## src/rtl/svpwm_sequencer.sv

```systemverilog
module svpwm_sequencer #(
  parameter int ANG_W    = 12,
  parameter int MAG_W    = 9,
  parameter int MAG_FRAC = 8,
  parameter int PER_W    = 12,
  parameter int SIN_FRAC = 12,
  parameter int LUT_AW   = 5
) (
  input  logic             clk,
  input  logic             rst_n,
  input  logic [ANG_W-1:0] angle_i,
  input  logic [MAG_W-1:0] mag_i,
  input  logic [PER_W-1:0] period_i,
  input  logic             null7_first_i,
  output logic [2:0]       leg_o,
  output logic [2:0]       sector_o
);

  localparam int  LUT_N   = 1 << LUT_AW;
  localparam int  MIN_PER = 8;
  localparam int  ONE     = 1 << MAG_FRAC;
  localparam int  PW      = MAG_W + PER_W + SIN_FRAC + 1;
  localparam int  SHR     = MAG_FRAC + SIN_FRAC + 1;
  localparam real PI      = 3.141592653589793;

  function automatic int sin_code(input int n);
    return $rtoi($sin(real'(n) * PI / (3.0 * real'(LUT_N))) * real'(1 << SIN_FRAC) + 0.5);
  endfunction

  function automatic logic [2:0] act_vec(input logic [2:0] s);
    case (s)
      3'd0:    return 3'b110;
      3'd1:    return 3'b010;
      3'd2:    return 3'b011;
      3'd3:    return 3'b001;
      3'd4:    return 3'b101;
      default: return 3'b100;
    endcase
  endfunction

  logic [SIN_FRAC-1:0] sin_tab [LUT_N+1];
  for (genvar g = 0; g <= LUT_N; g++) begin : g_lut
    assign sin_tab[g] = SIN_FRAC'(sin_code(g));
  end

  // next-period values, from the live inputs
  logic [ANG_W+2:0]  ang6;
  logic [2:0]        sec_n, sec_nx;
  logic [LUT_AW:0]   idx;
  logic [PER_W-1:0]  per_c, u_n, h1_n, h2_n, nul_n, e_n, m_n;
  logic [MAG_W-1:0]  mag_c;
  logic [PW-1:0]     t1, t2;
  logic              fwd;

  assign ang6   = {3'b000, angle_i} * (ANG_W+3)'(6);
  assign sec_n  = ang6[ANG_W+2:ANG_W];
  assign sec_nx = (sec_n == 3'd5) ? 3'd0 : sec_n + 3'd1;
  assign idx    = {1'b0, ang6[ANG_W-1 -: LUT_AW]};
  assign per_c  = (period_i < PER_W'(MIN_PER)) ? PER_W'(MIN_PER) : period_i;
  assign u_n    = per_c - PER_W'(7);
  assign mag_c  = (mag_i > MAG_W'(ONE)) ? MAG_W'(ONE) : mag_i;
  assign t1     = PW'(mag_c) * PW'(u_n) * PW'(sin_tab[(LUT_AW+1)'(LUT_N) - idx]);
  assign t2     = PW'(mag_c) * PW'(u_n) * PW'(sin_tab[idx]);
  assign h1_n   = PER_W'(t1 >> SHR);
  assign h2_n   = PER_W'(t2 >> SHR);
  assign nul_n  = u_n - (h1_n << 1) - (h2_n << 1);
  assign e_n    = nul_n >> 2;
  assign m_n    = nul_n - (e_n << 1);
  assign fwd    = (~sec_n[0]) == null7_first_i;

  // period state
  logic             run_q, ord_q;
  logic [2:0]       seg_q, sec_q, vf_q, vs_q;
  logic [PER_W-1:0] cnt_q, le_q, lf_q, ls_q, lm_q, per_q;
  logic             bnd;
  logic [PER_W-1:0] nxt_len;

  assign bnd = !run_q || (seg_q == 3'd6 && cnt_q == PER_W'(1));

  always_comb begin
    case (seg_q)
      3'd0, 3'd4: nxt_len = lf_q;
      3'd1, 3'd3: nxt_len = ls_q;
      3'd2:       nxt_len = lm_q;
      default:    nxt_len = le_q;
    endcase
  end

  always_ff @(posedge clk or negedge rst_n) begin
    if (!rst_n) begin
      run_q <= 1'b0;
      ord_q <= 1'b0;
      seg_q <= '0;
      sec_q <= '0;
      vf_q  <= '0;
      vs_q  <= '0;
      cnt_q <= '0;
      le_q  <= '0;
      lf_q  <= '0;
      ls_q  <= '0;
      lm_q  <= '0;
      per_q <= '0;
    end else if (bnd) begin
      run_q <= 1'b1;
      ord_q <= null7_first_i;
      seg_q <= '0;
      sec_q <= sec_n;
      vf_q  <= fwd ? act_vec(sec_n) : act_vec(sec_nx);
      vs_q  <= fwd ? act_vec(sec_nx) : act_vec(sec_n);
      lf_q  <= (fwd ? h1_n : h2_n) + PER_W'(1);
      ls_q  <= (fwd ? h2_n : h1_n) + PER_W'(1);
      le_q  <= e_n + PER_W'(1);
      lm_q  <= m_n + PER_W'(1);
      cnt_q <= e_n + PER_W'(1);
      per_q <= per_c;
    end else if (cnt_q == PER_W'(1)) begin
      seg_q <= seg_q + 3'd1;
      cnt_q <= nxt_len;
    end else begin
      cnt_q <= cnt_q - PER_W'(1);
    end
  end

  always_comb begin
    if (!run_q) leg_o = 3'b000;
    else begin
      case (seg_q)
        3'd0, 3'd6: leg_o = {3{ord_q}};
        3'd1, 3'd5: leg_o = vf_q;
        3'd2, 3'd4: leg_o = vs_q;
        default:    leg_o = {3{~ord_q}};
      endcase
    end
  end

  assign sector_o = sec_q;

  // cycles since the current period began, for the length check
  logic [PER_W-1:0] prd_cnt;
  always_ff @(posedge clk or negedge rst_n) begin
    if (!rst_n)   prd_cnt <= '0;
    else if (bnd) prd_cnt <= '0;
    else          prd_cnt <= prd_cnt + PER_W'(1);
  end

  AST_GRAY_STEP: assert property (@(posedge clk) disable iff (!rst_n)
    run_q && $past(run_q) && $stable(ord_q) |-> $countones(leg_o ^ $past(leg_o)) <= 1);
  AST_PERIOD_START: assert property (@(posedge clk) disable iff (!rst_n)
    run_q && $past(bnd) |-> leg_o == {3{ord_q}});
  AST_SECT_HOLD: assert property (@(posedge clk) disable iff (!rst_n)
    run_q && !$past(bnd) |-> $stable(sector_o));
  AST_PERIOD_LEN: assert property (@(posedge clk) disable iff (!rst_n)
    run_q && bnd |-> prd_cnt == per_q - PER_W'(1));
  AST_ACTIVE_MIX: assert property (@(posedge clk) disable iff (!rst_n)
    run_q && (seg_q == 3'd1 || seg_q == 3'd2 || seg_q == 3'd4 || seg_q == 3'd5)
    |-> ($countones(leg_o) == 1 || $countones(leg_o) == 2));

endmodule

```

## config.mk

```make
export PLATFORM = sky130hd
export DESIGN_NAME = svpwm_sequencer
export DESIGN_NICKNAME = d
export VERILOG_FILES = /design/src/rtl/svpwm_sequencer.sv
export SDC_FILE = /design/constraint.sdc
export NUM_CORES = 2
export LEC_CHECK = 0
export BUFFER_PORTS_ARGS = -buffer_cell sky130_fd_sc_hd__buf_2
export CAP_MARGIN = 20
export CORE_ASPECT_RATIO = 1.2
export CORE_MARGIN = 4
export CORE_UTILIZATION = 40
export CTS_CLUSTER_DIAMETER = 60
export DETAILED_ROUTE_END_ITERATION = 10
export SETUP_SLACK_MARGIN = 0.4
export SLEW_MARGIN = 40
export SYNTH_ARGS = -nofsm -noshare
export SYNTH_HDL_FRONTEND = slang
export SYNTH_SLANG_ARGS = --single-unit
```

## constraint.sdc

```tcl
create_clock -name clk -period 2.8 [get_ports clk]
set_input_delay 0.42 -clock clk [delete_from_list [all_inputs] [get_ports clk]]
set_output_delay 0.42 -clock clk [all_outputs]
set_load 0.1 [all_outputs]
```

==> metrics <==
outcome=finished, violations left; failing checks=setup timing; PortBufs=41; critical path fanouts, max=5; CP max stage cell=fa_1; clock buffer count from CTS=9; root buffer cell=clkbuf_16; Clock transition at path regs=~0.07 ns; Sink Count=73; distinct cell type count after synthesis=between 100 and 150; placement-stage cell area=32990 um^2; largest net degree at the start of global routing=74; ANT nets after route=0; Critical Path Start Type=input pin; core area=~65000 um^2; All-Layer GR Usage=23.32%; crit share post-route=505.3%; most used cell, CP=fa_1; syn nets=3956; total die area=about 70000 um^2; number of synthesized flops with an enable pin=0; # DRC=0; Worst EP required=roughly 3.0 ns; asr flop ratio synth=100.0%; first-pass GRT wire length=132.1 mm; vias per cell=5.087; clk buf depth=2; Hold Violations, Final=0; synthesized flop and latch total=73; total of max-cap violations=0; # IOs=42; Top FF cell, synth=dfrtp_1; Seq/Total Area, Yosys=6.969%; fin worst setup slack=-11.35 ns; most frequent cell after synthesis=inv_1; width of the die=241.7 um; vias in the first global route=25429; GP Congestion=0.9718; Yosys warning total=0; final-layout fill cell count=5772; Synth Area per Inst=8.150 um^2; unrepaired setup endpoints after global routing=true; final setup fails=57; initial antenna violation count=0; Hold Path Class=in -> async; max-slew violation count=0; slowest cell delay on critical path=0.56 ns; WP data arrival=~14 ns; fmax=0.07067 GHz; Sum Neg Setup Slack=-592.79 ns; # nets final=4657; initial drt markers=1363; design area=36000 um^2; Crit Path Class=in -> reg; H-tree levels=3; wire per inst=approximately 17 um; DR pass1 iterations=7; Netlist Area Pre-Place=26210 um^2; Initial Util=40.51%; CTS tree=yes; gr ovfl total=0; number of diodes=0; Setup Skew=0.01285 ns; row cnt=around 100; top cell types by occurrence after synthesis=626 x inv_1, 546 x nand2_1, 459 x fa_1; synth top area cells=fa_1 35%, ha_1 12%, inv_1 9.0%; # hold bufs at CTS=0; Post-Synthesis Cells=3216; post-synth top area share=a little over a third; final hold slack=0.08410 ns; area leader, netlist=fa_1; die height=288.4 um; worst slew pin tran=approximately 0.7 ns; post-detail-place hpwl=68.53 mm; post-layout min period=14.15 ns; Crit. End Element=flop; Worst-Skew Late Latency=0.34 ns; via count=24184; Area Overhead vs Synth=37.33%; share of cells above drive strength 1=between 30% and 40%; drt total wl=82.04 mm; slew margin rel.=around 53%
==> timing repair <==
item | CTS | global route
pin swaps | 156 | 122
setup endpoints to repair | 69 | 73
setup buffers | 85 | 28
resized for setup | 211 | 165
hold endpoints to repair | 0 | 0
==> kinds of logic (layout without fill, tap and decap cells) <==
| kind of cell | after synthesis | count (layout) | synth area share [%] |
|---|---|---|---|
| flops | 73 | 73 | 6.969 |
| simple gates | 1072 | 1072 | 17.87 |
| xor+xnor | 135 | 135 | 4.750 |
| mux | 16 | 16 | 0.6110 |
| other cells | 1 | 1 | 0.01431 |
| buf+inv | 769 | 1475 | 11.10 |
| fa+ha+maj | 705 | 705 | 46.79 |
| compound gates | 445 | 445 | 11.90 |
==> flip-flops by register name, summed over array words and instances (netlist names), 3 cells and up <==
signal,count
cnt_q,12
le_q,11
lf_q,12
lm_q,12
ls_q,12
sector_o,3
seg_q,3
vf_q,3
vs_q,3
==> metal layers <==
layer | vias to the layer above | track usage, % | share of wire [%]
met2 | 589 | 41.79 | 50
met3 | 138 | 1.365 | 3.5
met5 | - | 0 | 0
met4 | 0 | 8.985 | 4.7
met1 | 12053 | 29.85 | 42
li1 | 11404 | - | -
==> final cells by class <==
type	instances	area, um^2	area share (%)
sequential	73	1827	5.075
clock inverter	6	90.09	0.2503
tap	832	1041	2.892
timing repair buffer	831	6855	19.04
clock buffer	10	229.0	0.6361
inverter	628	2372	6.590
multi-input combinational	2374	23580	65.51
==> layout by cell type, fill, tap and decap left out, types with 22 or more instances in the layout <==
cell type and n:
buf_4 676, inv_1 582, nand2_1 511, fa_1 455, nor2_1 271, ha_1 195
buf_6 91, a21oi_1 76, dfrtp_1 73, and2_1 65, o21ai_0 47, xnor2_1 47
ha_4 42, a21o_1 39, inv_2 39, a21oi_2 34, buf_2 34, xor2_1 32
buf_12 27, xnor2_2 26, nand2_2 24, o21ai_1 23, nand2b_1 22
==> stage by stage <==
step / std cells / utilization (%) / worst slack [ns]
2_1_floorplan: 3216 / - / -11.56
3_3_place_gp: 4625 / 50.98 / -11.97
3_5_place_dp: 4625 / 50.98 / -12.10
4_1_cts: 4726 / 54.12 / -11.17
5_1_grt: 4754 / 55.63 / -11.87
6_report: 4754 / 55.63 / -11.35
==> critical path: cells and delay by family <==
kind | cells | cell delay (ns)
fa+ha+maj | 16 | 6.48
xor+xnor | 5 | 0.77
buf+inv | 13 | 1.13
compound gates | 20 | 2.95
simple gates | 16 | 2.57
==> final timing paths <==
kind	startpoint	end	slack, ns	cells past startpoint
max in group asynchronous	rst_n	lm_q[3]	2.37	2
min in group clk	le_q[1]	le_q[1]	0.47	2
worst max register to register	seg_q[0]	cnt_q[6]	0.49	6
worst min register to register	le_q[1]	le_q[1]	0.47	2
worst min-delay path	rst_n	sector_o[0]	0.08	2
worst max-delay path	period_i[7]	lm_q[11]	-11.35	70
Power is not shown: default switching activity piles up to over one toggle a cycle in this logic, so the estimate is an artifact.
